==> config.mk <==
export PLATFORM = sky130hd
export DESIGN_NAME = pin_bank_edge
export DESIGN_NICKNAME = d
export VERILOG_FILES = /design/src/rtl/pbe_pkg.sv /design/src/rtl/pbe_ctrl.sv /design/src/rtl/pin_edge_cell.sv /design/src/rtl/pbe_datapath.sv /design/src/rtl/pin_bank_edge.sv
export SDC_FILE = /design/constraint.sdc
export NUM_CORES = 1
export LEC_CHECK = 0
export BUFFER_PORTS_ARGS = -buffer_cell sky130_fd_sc_hd__buf_4
export CORE_MARGIN = 2
export CORE_UTILIZATION = 52
export CTS_BUF_LIST = sky130_fd_sc_hd__clkbuf_4 sky130_fd_sc_hd__clkbuf_8 sky130_fd_sc_hd__clkbuf_16
export CTS_CLUSTER_DIAMETER = 50
export DETAILED_ROUTE_END_ITERATION = 12
export GPL_TIMING_DRIVEN = 0
export PLACE_DENSITY = 0.8
export SLEW_MARGIN = 20
export SYNTH_ARGS = -nofsm -noshare
export SYNTH_HDL_FRONTEND = slang
export SYNTH_SLANG_ARGS = --single-unit
export TNS_END_PERCENT = 5
==> constraint.sdc <==
create_clock -name clk -period 1.83 [get_ports clk]
set_input_delay 0.0915 -clock clk [delete_from_list [all_inputs] [get_ports clk]]
set_output_delay 0.0915 -clock clk [all_outputs]
set_load 0.03 [all_outputs]
==> src/rtl/pbe_pkg.sv <==
package pbe_pkg;

  localparam int OFS_LEVEL = 0;
  localparam int OFS_DIR   = 1;
  localparam int OFS_SET   = 2;
  localparam int OFS_CLR   = 3;
  localparam int OFS_RISE  = 4;
  localparam int OFS_FALL  = 5;
  localparam int OFS_STAT  = 6;

  typedef enum logic [2:0] {
    SEL_LEVEL = 3'd0,
    SEL_DIR   = 3'd1,
    SEL_SET   = 3'd2,
    SEL_CLR   = 3'd3,
    SEL_RISE  = 3'd4,
    SEL_FALL  = 3'd5,
    SEL_STAT  = 3'd6,
    SEL_NONE  = 3'd7
  } rdSelT;

  typedef struct packed {
    logic wrDir;
    logic wrSet;
    logic wrClr;
    logic wrRise;
    logic wrFall;
    logic wrStat;
  } ctrlStrobesT;

endpackage

==> src/rtl/pbe_ctrl.sv <==
module pbe_ctrl
  import pbe_pkg::*;
#(
  parameter int ADDR_W = 3
) (
  input  logic [ADDR_W-1:0] regAddr,
  input  logic              regWrEn,
  output ctrlStrobesT       strobes,
  output rdSelT             rdSel
);

  always_comb begin
    strobes = '0;
    rdSel   = SEL_NONE;
    if (regAddr == ADDR_W'(OFS_LEVEL)) begin
      rdSel = SEL_LEVEL;
    end else if (regAddr == ADDR_W'(OFS_DIR)) begin
      rdSel         = SEL_DIR;
      strobes.wrDir = regWrEn;
    end else if (regAddr == ADDR_W'(OFS_SET)) begin
      rdSel         = SEL_SET;
      strobes.wrSet = regWrEn;
    end else if (regAddr == ADDR_W'(OFS_CLR)) begin
      rdSel         = SEL_CLR;
      strobes.wrClr = regWrEn;
    end else if (regAddr == ADDR_W'(OFS_RISE)) begin
      rdSel          = SEL_RISE;
      strobes.wrRise = regWrEn;
    end else if (regAddr == ADDR_W'(OFS_FALL)) begin
      rdSel          = SEL_FALL;
      strobes.wrFall = regWrEn;
    end else if (regAddr == ADDR_W'(OFS_STAT)) begin
      rdSel          = SEL_STAT;
      strobes.wrStat = regWrEn;
    end
  end

endmodule

==> src/rtl/pin_edge_cell.sv <==
module pin_edge_cell (
  input  logic clk,
  input  logic rstN,
  input  logic padIn,
  input  logic riseEn,
  input  logic fallEn,
  output logic levelSync,
  output logic edgeHit
);

  logic stage1;
  logic prevLvl;

  always_ff @(posedge clk or negedge rstN) begin
    if (!rstN) begin
      stage1    <= 1'b0;
      levelSync <= 1'b0;
      prevLvl   <= 1'b0;
    end else begin
      stage1    <= padIn;
      levelSync <= stage1;
      prevLvl   <= levelSync;
    end
  end

  assign edgeHit = (riseEn & levelSync & ~prevLvl) |
                   (fallEn & ~levelSync & prevLvl);

endmodule

==> src/rtl/pbe_datapath.sv <==
module pbe_datapath
  import pbe_pkg::*;
#(
  parameter int                BANK_W     = 32,
  parameter int                PIN_COUNT  = 32,
  parameter logic [BANK_W-1:0] DIR_INVERT = '0
) (
  input  logic              clk,
  input  logic              rstN,
  input  ctrlStrobesT       strobes,
  input  rdSelT             rdSel,
  input  logic [BANK_W-1:0] wrData,
  input  logic [BANK_W-1:0] pinIn,
  output logic [BANK_W-1:0] rdData,
  output logic [BANK_W-1:0] pinOut,
  output logic [BANK_W-1:0] pinOutEn,
  output logic              irqOut
);

  localparam logic [BANK_W-1:0] PRES_MASK =
    (PIN_COUNT >= BANK_W) ? {BANK_W{1'b1}} : ((BANK_W'(1) << PIN_COUNT) - BANK_W'(1));
  localparam logic [BANK_W-1:0] DIR_RESET = DIR_INVERT & PRES_MASK;

  logic [BANK_W-1:0] outLatch;
  logic [BANK_W-1:0] dirReg;
  logic [BANK_W-1:0] riseEnReg;
  logic [BANK_W-1:0] fallEnReg;
  logic [BANK_W-1:0] statReg;
  logic [BANK_W-1:0] levelVec;
  logic [BANK_W-1:0] hitVec;
  logic [BANK_W-1:0] wrMasked;

  assign wrMasked = wrData & PRES_MASK;

  for (genvar i = 0; i < BANK_W; i++) begin : g_pin
    if (i < PIN_COUNT) begin : g_live
      pin_edge_cell u_cell (
        .clk       (clk),
        .rstN      (rstN),
        .padIn     (pinIn[i]),
        .riseEn    (riseEnReg[i]),
        .fallEn    (fallEnReg[i]),
        .levelSync (levelVec[i]),
        .edgeHit   (hitVec[i])
      );
    end else begin : g_absent
      assign levelVec[i] = 1'b0;
      assign hitVec[i]   = 1'b0;
    end
  end

  always_ff @(posedge clk or negedge rstN) begin
    if (!rstN) begin
      outLatch  <= '0;
      dirReg    <= DIR_RESET;
      riseEnReg <= '0;
      fallEnReg <= '0;
      statReg   <= '0;
    end else begin
      if (strobes.wrSet)  outLatch  <= outLatch | wrMasked;
      if (strobes.wrClr)  outLatch  <= outLatch & ~wrMasked;
      if (strobes.wrDir)  dirReg    <= wrMasked;
      if (strobes.wrRise) riseEnReg <= wrMasked;
      if (strobes.wrFall) fallEnReg <= wrMasked;
      statReg <= ((statReg & ~(strobes.wrStat ? wrMasked : '0)) | hitVec) & PRES_MASK;
    end
  end

  always_comb begin
    unique case (rdSel)
      SEL_LEVEL: rdData = levelVec;
      SEL_DIR:   rdData = dirReg;
      SEL_RISE:  rdData = riseEnReg;
      SEL_FALL:  rdData = fallEnReg;
      SEL_STAT:  rdData = statReg;
      default:   rdData = '0;
    endcase
  end

  assign pinOut   = outLatch;
  assign pinOutEn = (dirReg ^ DIR_INVERT) & PRES_MASK;
  assign irqOut   = |statReg;

endmodule

==> src/rtl/pin_bank_edge.sv <==
module pin_bank_edge
  import pbe_pkg::*;
#(
  parameter int                BANK_W     = 32,
  parameter int                PIN_COUNT  = 32,
  parameter int                ADDR_W     = 3,
  parameter logic [BANK_W-1:0] DIR_INVERT = '0
) (
  input  logic              clk,
  input  logic              rstN,
  input  logic [ADDR_W-1:0] regAddr,
  input  logic              regWrEn,
  input  logic [BANK_W-1:0] regWrData,
  output logic [BANK_W-1:0] regRdData,
  input  logic [BANK_W-1:0] pinIn,
  output logic [BANK_W-1:0] pinOut,
  output logic [BANK_W-1:0] pinOutEn,
  output logic              irqOut
);

  ctrlStrobesT strobes;
  rdSelT       rdSel;

  pbe_ctrl #(.ADDR_W(ADDR_W)) u_ctrl (
    .regAddr (regAddr),
    .regWrEn (regWrEn),
    .strobes (strobes),
    .rdSel   (rdSel)
  );

  pbe_datapath #(
    .BANK_W     (BANK_W),
    .PIN_COUNT  (PIN_COUNT),
    .DIR_INVERT (DIR_INVERT)
  ) u_dp (
    .clk      (clk),
    .rstN     (rstN),
    .strobes  (strobes),
    .rdSel    (rdSel),
    .wrData   (regWrData),
    .pinIn    (pinIn),
    .rdData   (regRdData),
    .pinOut   (pinOut),
    .pinOutEn (pinOutEn),
    .irqOut   (irqOut)
  );

endmodule

# ---- Yosys cells after proc, flatten, opt, wreduce, memory -nomap -nowiden
# Cells that the tools add are included.
# W data, S select, Z words.
dict set report totals {
  regBits 256
  inputBits 70
  out_inout_bits 97
  word_cells 368
}
dict set report classes {
  eq_ne 10
  mux 23
  bitwise 230
  reduce_logical 4
}
# operator count
set ops {}
lappend ops {{$pmux W32 S5} 1}
lappend ops {{$and A1 B1 Y1} 128}
lappend ops {{$mux W32} 3}
lappend ops {{$and A32 B32 Y32} 2}
lappend ops {{$not A1 Y1} 64}
lappend ops {{$not A32 Y32} 2}
lappend ops {{$or A32 B32 Y32} 2}
lappend ops {{$or A1 B1 Y1} 32}
lappend ops {{$reduce_or A32 Y1} 1}
lappend ops {{$mux W3} 7}
lappend ops {{$eq A3 B3 Y1 const B} 6}
lappend ops {{$mux W1} 8}
lappend ops {{$eq A3 B1 Y1 const B} 2}
lappend ops {{$eq A3 B2 Y1 const B} 2}
lappend ops {{$logic_not A3 Y1} 2}
lappend ops {{$mux W6} 1}
lappend ops {{$mux W5} 1}
lappend ops {{$mux W4} 1}
lappend ops {{$mux W2} 1}
lappend ops {{$reduce_bool A2 Y1} 1}

# ---- Logic depth before layout (Yosys ltp)
# Gate-level depths: netlist of the first run.
dict set report depth {
  ltp_word 12
  depth_mapped 6
  mapped_depth_nobuf 3
}

# ---- By module
# A second synthesis of the first run with hierarchy kept.
dict set report unflattened {
  hier_cells 735
  area_unflattened_um2 10121.0
}
# mod instances cells_per_inst area_per_inst_um2 seq_area_each_um2
set modules_own_cells {}
lappend modules_own_cells {pbe_datapath 1 534 6995.5 4003.8}
lappend modules_own_cells {pin_edge_cell 32 6 95.1 75.1}
lappend modules_own_cells {pbe_ctrl 1 9 82.6 0.0}

# ---- Worst setup path after synthesis of the first run
# Ideal clock, no wire load.
dict set report synth_path {
  path_type {input -> register}
  start {in regAddr[1]}
  end {reg u_dp.dirReg[1], in the netlist u_dp.pinOutEn[1]}
  setup_time_ns 0.125
  arrival_time_ns 1.302
  t_required_ns 1.705
  slack_ns 0.404
  cell_stages 6
  path_buffers 3
  cell_sequence {buf_2 > nand2b_1 > buf_2 > nor3b_4 > buf_6 > mux2_2}
}
dict set report synth_via {
  elab_chain_cells 3
  word_cells_on_any_way 4
  cone_classes {1 x eq/ne; 2 x mux; 1 x reduce/logical}
}
# item line_no
set synth_lines {}
lappend synth_lines {{from (decl)} pin_bank_edge.sv:11} ;# input logic [ADDR_W-1:0] regAddr,
lappend synth_lines {{$eq A3 B1 Y1} pbe_ctrl.sv:17} ;# end else if (regAddr == ADDR_W'(OFS_DIR)) begin
lappend synth_lines {{$mux W1} pbe_ctrl.sv:17}
lappend synth_lines {{$mux W6 (*)} pbe_ctrl.sv:15} ;# if (regAddr == ADDR_W'(OFS_LEVEL)) begin
lappend synth_lines {{to (signal assigned)} pbe_datapath.sv:62} ;# if (strobes.wrDir) dirReg <= wrMasked;
lappend synth_lines {{to (decl)} pbe_datapath.sv:25} ;# logic [BANK_W-1:0] dirReg;
# Every way passes the cells marked *; elsewhere a longest branch is shown, timed or not.
# A chain may end at the register's enable or synchronous reset.

# ---- Worst setup path after layout of the first run
dict set report layout_path {
  start {reg u_dp.statReg[13]}
  end {out irqOut}
}
dict set report layout_via {
  elab_chain_cells 1
}
# item line_no
set layout_lines {}
lappend layout_lines {{from (decl)} pbe_datapath.sv:28} ;# logic [BANK_W-1:0] statReg;
lappend layout_lines {{from (signal assigned)} pbe_datapath.sv:65} ;# statReg <= ((statReg & ~(strobes.wrStat ? wrMasked : '0)) | hitVec) & PRES_MASK;
lappend layout_lines {{$reduce_or A32 Y1} pbe_datapath.sv:82} ;# assign irqOut = |statReg;
lappend layout_lines {{to (decl)} pin_bank_edge.sv:18} ;# output logic irqOut
# No other way between the ends.

==> flow_summary.ini, run 1 <==
[sta]
grt_setup_unrepaired = yes
fin_ws_ns = -0.201
relSlewSlack = 0.543
whs_ns = 0.0563
hold_viol_final = 0
min_period_ns = 2.03
finalSetupViolCount = 5
finClkSkew_ns = 0.00935
max_clock_freq_mhz = 492
tightest_slew_ns = 0.686
fin_crit_sh = 1.11
finalMaxSlewViolations = 0

[yosys]
ys_seq_area_frac = 0.631
yosysTopAreaCell = dfrtp_1
synth_cell_types = 31
synth_top_area_share = 0.631
synth_warnings = 0
synthCells = 803
synth_area_leaders = dfrtp_1 (63%), mux2_2 (6.3%), mux2i_1 (6.2%), nand2_1 (3.6%), a221o_1 (3.1%)
synth_nets = 873
avgSynthCellArea_um2 = 12.6
synth_area_um2 = 10200
ys_seq_elements = 256

[layout]
final_area_um2 = 13500
utilization = 0.699
n_antenna_cell = 0
final_nets = 1139
layout_common_cells = dfrtp_1 (255), buf_4 (167), nand2_1 (97)
fillers = 1378
final_layout_size_suffix_gt1_frac = 0.284
layout_commonest_cell = dfrtp_1
syn_to_final_growth_pct = 33.0

[outcome]
status = finished, violations left
violations = setup timing

[global_routing]
grt_pass1_vias = 7702
antenna_found_initial = 0
overflow = 0
grt_pass1_wl_um = 41200
track_usage = 0.258
grt_max_degree = 90

[power_and_ir_drop]
powerDensity_nw_per_um2 = 1190
ir_worst_vdd_mv = 0.827
finalPower_uw = 16100
p_leak_uw = 0.00634

[route]
wl_per_cell_um = 19.2
routed_wirelength_um = 26000
wl_met2_um = 12700
drc_errors = 0
final_antenna_net_count = 0
via_count = 7475
dr.max_layer_used = met4
wl_met1_um = 11100
dr_wl_met3_um = 1380
drt_iter0_markers = 492
vias_per_cell = 5.51
firstDrtPassIters = 4

[die]
io_pins = 167
start_util = 0.525
row_count = 51
core_um2 = 19300
die_w_um = 144
die_area_um2 = 20700
die_h_um = 144

[worst_setup_path]
crit_path_end_kind = primary output
worst-setup-path-type = reg -> out
arrival_ns = 1.94
cp-start-kind = flip-flop
crit_required_ns = 1.74
crit_path_max_fanout = 3

[placement]
io_buffers = 165
place_ws_ns = -0.186
finalWeightedCongestion = 0.816
hpwl_um = 16800
dpl_cell_area_um2 = 11800

[cts]
clk_pin_slew_ns = 0.06
root_buffer = clkbuf_16
cts_tree = done
cts_max_path_buffers = 3
clkSinkCount = 256
cts_htree_levels = 1
worstSkewPairLatency_ns = 0.53
cts_buffers = 28

[flow_run]
cap_viol_max_count = 0

[hold_path]
worstHoldPathType = in -> async
==> worst max-delay path, cell delays in order, from the launching register on <==
cell     delay, ns
dfrtp_1       0.43
nor4_1        0.34
nand4_1       0.21
or2_4         0.29
buf_6         0.14
==> synth_stat cells, drive strengths merged <==
library cell    n
nor3            1
a21o            1
and2            1
nand3b         31
o211ai         31
or2             1
a21oi           2
mux2i          63
clkbuf         24
nand4           2
nand4b          2
inv            64
o22ai           1
o32a            1
mux2           66
dfrtp         256
nor4            8
o21ai          62
nand2          97
and3b           2
a221o          31
nand3           1
buf            19
nor2            1
o2bb2ai        31
nand2b          2
nor3b           2
==> stage by stage <==
step | instances | setup TNS, ns
2_1_floorplan | 803 | 0
3_3_place_gp | 1233 | -354.72
3_5_place_dp | 1236 | -2.90
4_1_cts | 1355 | -0.198
5_1_grt | 1356 | -2.04
6_report | 1356 | -0.233
==> cells by family (layout without fill, tap and decap cells) <==
kind of cell,Yosys count,after routing,share of synthesized area
buffers and inverters,107,395,0.0445
flip-flops,256,256,0.631
AO/OA/AOI/OAI,160,160,0.114
AND/OR/NAND/NOR,151,151,0.0753
multiplexers,129,129,0.135
==> worst paths after layout <==
check                                                    endpoint  cells past startpoint  slack [ns]                                 from
max in group asynchronous                         u_dp.statReg[3]                      4        0.84                                 rstN
setup reg to reg                                  u_dp.statReg[4]                      3        0.98                      u_dp.statReg[4]
hold / removal             u_dp.g_pin[12].g_live.u_cell.levelSync                      2        0.06                                 rstN
min in group clk                                        flip-flop                      3        0.09                           regAddr[0]
hold reg to reg            u_dp.g_pin[30].g_live.u_cell.levelSync                      0        0.34  u_dp.g_pin[30].g_live.u_cell.stage1
setup / recovery                                           irqOut                      4       -0.20                     u_dp.statReg[13]
==> layout make-up <==
type / instances / area (µm²) / share of cell area
clock buffers: 39 / 826 / 0.0611
inverters: 64 / 240 / 0.0178
multi-input cells: 440 / 3350 / 0.248
repair buffers: 236 / 2010 / 0.149
flip-flops and latches: 256 / 6410 / 0.474
clock inverters: 13 / 130 / 0.00963
plain buffers: 43 / 216 / 0.0160
well taps: 265 / 332 / 0.0245
==> per-layer routing <==
metal / global-route usage / vias to the layer above
met2: 0.426 / 241
met5: 0 / -
met4: 0.0893 / 0
met3: 0.0450 / 64
li1: - / 3363
met1: 0.347 / 3807
==> what timing repair did <==
action,in CTS,in global routing
pin swaps,3,2
setup endpoints to repair,31,31
hold endpoints to repair,386,0
setup buffers,0,1
resized for setup,12,4
hold buffers,67,0
==> power breakdown <==
part | total, µW | switching [µW] | internal [µW]
Combinational | 3290 | 1870 | 1430
Clock | 5670 | 2230 | 3440
Sequential | 7180 | 681 | 6500
Total | 16100 | 4780 | 11400
Power figures use the tool's default switching activity.
==> inputs of run 2 (changes only) <==
- CORE_ASPECT_RATIO: default -> 0.75
- REMOVE_ABC_BUFFERS: default -> 1
- SYNTH_HIERARCHICAL: default -> 1
==> run 2 against run 1 <==
Effect of this change: the flow still finishes with violations (setup timing); critical path depth is the same; power shrank 2.7%; cell area shrank 1.6%; sequential cell count is the same; sequential share of layout area grew 0.76 points; clock-buffer cell count shrank 3; wire length shrank 4.2%; non-clock buffer count shrank 32; core utilization shrank 0.67 points; register-to-register slack lost 0.02 ns; critical path type unchanged; largest cell class unchanged; largest power group unchanged.
==> flow_summary.ini, run 2 <==
[outcome]
violations = setup timing
status = finished, violations left

[sta]
finClkSkew_ns = 0.00797
fin_ws_ns = -0.0946
relSlewSlack = 0.305
finalMaxSlewViolations = 0
fin_crit_sh = 1.05
whs_ns = 0.218
fin_setup_tns_ns = -0.0946
finalSetupViolCount = 1
hold_viol_final = 0
min_period_ns = 1.92
max_clock_freq_mhz = 520
grt_setup_unrepaired = yes
tightest_slew_ns = 1.04

[die]
die_h_um = 125
io_pins = 167
die_w_um = 165
die_area_um2 = 20600
row_count = 44
start_util = 0.527
core_um2 = 19200

[worst_setup_path]
crit_required_ns = 1.74
crit_path_end_kind = primary output
r2r-start = u_dp/g_pin[24].g_live.u_cell/levelSync
crit_path_start = u_dp/statReg[21]
arrival_ns = 1.83
worst-setup-path-type = reg -> out
crit_path_max_fanout = 2
cp-start-kind = flip-flop

[layout]
final_layout_size_suffix_gt1_frac = 0.371
multi_input_area_um2 = 3630
utilization = 0.692
fin_cells = 1237
final_nets = 1037
fillers = 1297
ff_latch_area_um2 = 6410
layout_common_cells = dfrtp_1 (255), buf_4 (174), mux2_2 (88)
final_area_um2 = 13300
layout_commonest_cell = dfrtp_1
syn_to_final_growth_pct = 31.4

[power_and_ir_drop]
combinationalPowerShare = 0.218
p_seq_frac = 0.458
power.share.clock = 0.324
switching_share = 0.294
p_leak_uw = 0.00585
p_int_uw = 11100
ir_worst_vdd_mv = 0.870
p_sw_uw = 4620
powerDensity_nw_per_um2 = 1180

[yosys]
synth_cell_types = 27
synth_top_area_share = 0.633
yosysTopAreaCell = dfrtp_1
synth_ff_type = dfrtp_1
synth_common_cells = dfrtp_1 (256), mux2_2 (88), nand2_1 (65)
avgSynthCellArea_um2 = 13.8
synth.most_common_cell = dfrtp_1
synth_area_leaders = dfrtp_1 (63%), mux2_2 (9.8%), a21oi_1 (3.2%), a221o_1 (3.1%), mux2i_1 (3.1%)
ys_seq_area_frac = 0.633
synth_area_um2 = 10100
synth_edf_count = 0
synth_warnings = 6
synthCells = 735
ys_seq_elements = 256
async_flop_share = 1.00

[route]
via_count = 7031
routed_wirelength_um = 24900
wl_per_cell_um = 20.2
final_antenna_net_count = 0
drt_iter0_markers = 445
drc_errors = 0
vias_per_cell = 5.68
firstDrtPassIters = 4

[cts]
cts_max_path_buffers = 3
cts_buffers = 24
cts_htree_levels = 1
cts_tree = done
clk_pin_slew_ns = 0.07
clkSinkCount = 256
worstSkewPairLatency_ns = 0.51
root_buffer = clkbuf_16

[global_routing]
track_usage = 0.244
antenna_found_initial = 1
grt_pass1_vias = 7207
overflow = 0
grt_pass1_wl_um = 39000
grt_max_degree = 101

[placement]
hpwl_um = 15000
dp_cells = 1123
dpl_cell_area_um2 = 11600
io_buffers = 166
finalWeightedCongestion = 0.757

[hold_path]
worstHoldPathType = in -> async

[flow_run]
cap_viol_max_count = 0
run 2: routing by layer:
metal,track usage,wire [µm]
met1,0.358,11400
met2,0.379,11400
met3,0.0476,1650
met4,0.0537,473
met5,0,0
run 2: worst paths after layout:
| kind | endpoint | slack [ns] | cells past startpoint |
|---|---|---|---|
| max | irqOut | -0.09 | 4 |
| min | async pin | 0.22 | 2 |
| max reg2reg | u_dp/statReg[24] | 0.96 | 3 |
| min reg2reg | u_dp/g_pin[7].g_live.u_cell/levelSync | 0.35 | 0 |
| max in group asynchronous | u_dp/g_pin[26].g_live.u_cell/prevLvl | 0.38 | 4 |
| min in group clk | u_dp/g_pin[13].g_live.u_cell/stage1 | 0.22 | 2 |
run 2: final cells by class:
class,count,area share
diodes,1,0.000188
clock buffers,36,0.0551
clock inverters,6,0.00630
inverters,1,0.000282
multi-input cells,437,0.273
flip-flops and latches,256,0.482
well taps,253,0.0238
repair buffers,247,0.159
run 2: per-stage QoR:
step,total power (µW),setup slack [ns]
final,15700,-0.0946
after CTS,15800,-0.175
after detailed placement,10500,-0.597
after global placement,10300,-3.65
after global routing,16400,-0.165
after floorplan,9050,-0.645
run 2: power by group through the flow:
stage	clock network, µW	registers, µW	logic, µW
2_1_floorplan	0	7690	1360
6_report	5090	7190	3430
4_1_cts	5190	7160	3420
3_5_place_dp	0	7220	3260
5_1_grt	5430	7290	3670
3_3_place_gp	0	7180	3150
run 2: cells by family (layout without fill, tap and decap cells):
group / count (synthesis) / in the layout / share of synthesized area
flip-flops: 256 / 256 / 0.633
AND/OR/NAND/NOR: 118 / 118 / 0.0644
multiplexers: 128 / 128 / 0.140
buffers and inverters: 42 / 290 / 0.0215
AO/OA/AOI/OAI: 191 / 191 / 0.141
other: 0 / 1 / 0
run 2: worst max-delay path, stage by stage (launching register included):
cell     delay [ns]
dfrtp_1        0.42
nor4_4         0.35
nand4_1        0.17
or2_4          0.26
buf_6          0.14
run 2: what timing repair did:
action,in CTS,in global routing
buffers inserted,5,1
endpoints found under the hold margin,291,0
resized for setup,17,6
endpoints found under the setup margin,33,12
gates cloned,0,0
pin swaps,3,3
hold buffers,65,0
==> inputs of run 3 (changes only) <==
- SETUP_SLACK_MARGIN: default -> 0.3
==> run 3 against run 2 <==
Effect of this change: the run still ends with setup timing left; worst setup slack got worse by 0.014 ns; cell count increased by 1.7%; sequential share of layout area is 1.2 points lower; clock skew increased by 0.0020 ns; sequential cell count is the same; global-route usage up 0.61 points; critical path depth stayed put; wire length rose by 3.3%; combinational power rose by 8.5%; power grew 1.9%; core utilization rose by 1.7 points; critical endpoint unchanged.
==> flow_summary.ini, run 3 (synthesized netlist as in run 2, its figures left out) <==
[sta]
fin_setup_tns_ns = -0.108
finClkSkew_ns = 0.00996
min_period_ns = 1.94
hold_viol_final = 0
grt_setup_unrepaired = yes
fin_ws_ns = -0.108
finalSetupViolCount = 1
tightest_slew_ns = 1.06
relSlewSlack = 0.297
fin_crit_sh = 1.06
max_clock_freq_mhz = 516
finalMaxSlewViolations = 0

[worst_setup_path]
arrival_ns = 1.85
max_stage_delay_ns = 0.42
worst-setup-path-type = reg -> out
crit_required_ns = 1.74
crit_path_end_kind = primary output
cp-start-kind = flip-flop
crit_path_max_fanout = 2
cp_slowest_cell = dfrtp_1
path_cells = nor4_4, nand4_1, or2_4, buf_6

[route]
firstDrtPassIters = 4
vias_per_cell = 5.65
via_count = 7110
drc_errors = 0
wl_per_cell_um = 20.5
routed_wirelength_um = 25800
final_antenna_net_count = 0
drt_iter0_markers = 513

[die]
row_count = 44
io_pins = 167
die_h_um = 125
die_w_um = 165
die_area_um2 = 20600
core_um2 = 19200
start_util = 0.527

[outcome]
violations = setup timing
status = finished, violations left

[power_and_ir_drop]
combinationalPowerShare = 0.232
finalPower_uw = 16000
ir_worst_vdd_mv = 0.962
p_int_uw = 11300
p_sw_uw = 4720
switching_share = 0.295
power.share.clock = 0.319
p_leak_uw = 0.00600
powerDensity_nw_per_um2 = 1170
p_seq_frac = 0.448

[global_routing]
grt_pass1_wl_um = 39900
antenna_found_initial = 1
grt_pass1_vias = 7345
track_usage = 0.250
grt_max_degree = 101
overflow = 0

[placement]
finalWeightedCongestion = 0.757
place_ws_ns = -0.597
hpwl_um = 15000
io_buffers = 166

[cts]
cts_max_path_buffers = 3
clkSinkCount = 256
worstSkewPairLatency_ns = 0.51
cts_htree_levels = 1
root_buffer = clkbuf_16
cts_buffers = 24
clk_pin_slew_ns = 0.07
cts_tree = done

[layout]
fillers = 1263
layout_common_cells = dfrtp_1 (256), buf_4 (163), mux2_2 (88)
final_nets = 1058
utilization = 0.709
final_layout_size_suffix_gt1_frac = 0.391
syn_to_final_growth_pct = 34.7
layout_commonest_cell = dfrtp_1

[hold_path]
worstHoldPathType = in -> async

[flow_run]
cap_viol_max_count = 0
[run 3: changes by cell type in the layout (fill, tap and decap cells not counted), moves of 5 or more]
cell / change
buf_6: +31
o2bb2ai_1: -5
buf_4: -11
o2bb2ai_2: +5
[run 3: final cells by class]
cell class / count / area, µm² / area share
clock inverter: 6 / 83.8 / 0.00615
antenna: 1 / 2.50 / 0.000184
inverter: 1 / 3.75 / 0.000275
tap: 253 / 317 / 0.0232
clock buffer: 36 / 733 / 0.0538
multi-input combinational: 437 / 3670 / 0.269
timing repair buffer: 268 / 2410 / 0.177
sequential: 256 / 6410 / 0.470
[run 3: repair_timing]
item	in CTS	in global routing
setup buffers	16	11
hold buffers	65	0
pin swaps	30	36
setup endpoints to repair	130	148
resized for setup	53	15
endpoints found under the hold margin	291	0
[run 3: power groups by stage]
| stage | clock network (µW) | registers [µW] | logic [µW] |
|---|---|---|---|
| after global placement | 0 | 7180 | 3150 |
| after CTS | 5190 | 7140 | 3600 |
| after detailed placement | 0 | 7220 | 3260 |
| after global routing | 5440 | 7270 | 3960 |
| final | 5110 | 7170 | 3720 |
| after floorplan | 0 | 7690 | 1360 |
[run 3: layer usage]
| layer | up-vias | GRT usage | wire length (µm) |
|---|---|---|---|
| met4 | 0 | 0.0578 | 449 |
| met2 | 210 | 0.395 | 12000 |
| met3 | 37 | 0.0513 | 1610 |
| li1 | 3209 | - | - |
| met5 | - | 0 | 0 |
| met1 | 3654 | 0.359 | 11700 |
[run 3: path summary, 6_finish.rpt]
check                                               startpoint                                      to  slack (ns)  cells past startpoint
max reg2reg                                  u_dp/fallEnReg[8]                         u_dp/statReg[8]        0.90                      4
min                                                       rstN                               async pin        0.18                      2
min reg2reg                u_dp/g_pin[19].g_live.u_cell/stage1  u_dp/g_pin[19].g_live.u_cell/levelSync        0.35                      0
max                                           u_dp/statReg[21]                                  irqOut       -0.11                      4
min in group clk                                     pinIn[13]     u_dp/g_pin[13].g_live.u_cell/stage1        0.22                      2
max in group asynchronous                                 rstN                       u_dp/riseEnReg[5]        0.49                      4
[run 3: worst max-delay path: cells and delay by family, from the launching register on]
| kind | cells | cell delay [ns] |
|---|---|---|
| and+or+nand+nor | 3 | 0.78 |
| DFF | 1 | 0.42 |
| buffers and inverters | 1 | 0.14 |
[run 3: through the flow]
step	std cells	hold WS (ns)	area [µm²]
after floorplan	694	-0.204	9910
after global placement	1113	0.201	11500
after detailed placement	1123	0.177	11600
after CTS	1246	0.204	13500
after global routing	1258	0.208	13600
final	1258	0.177	13600
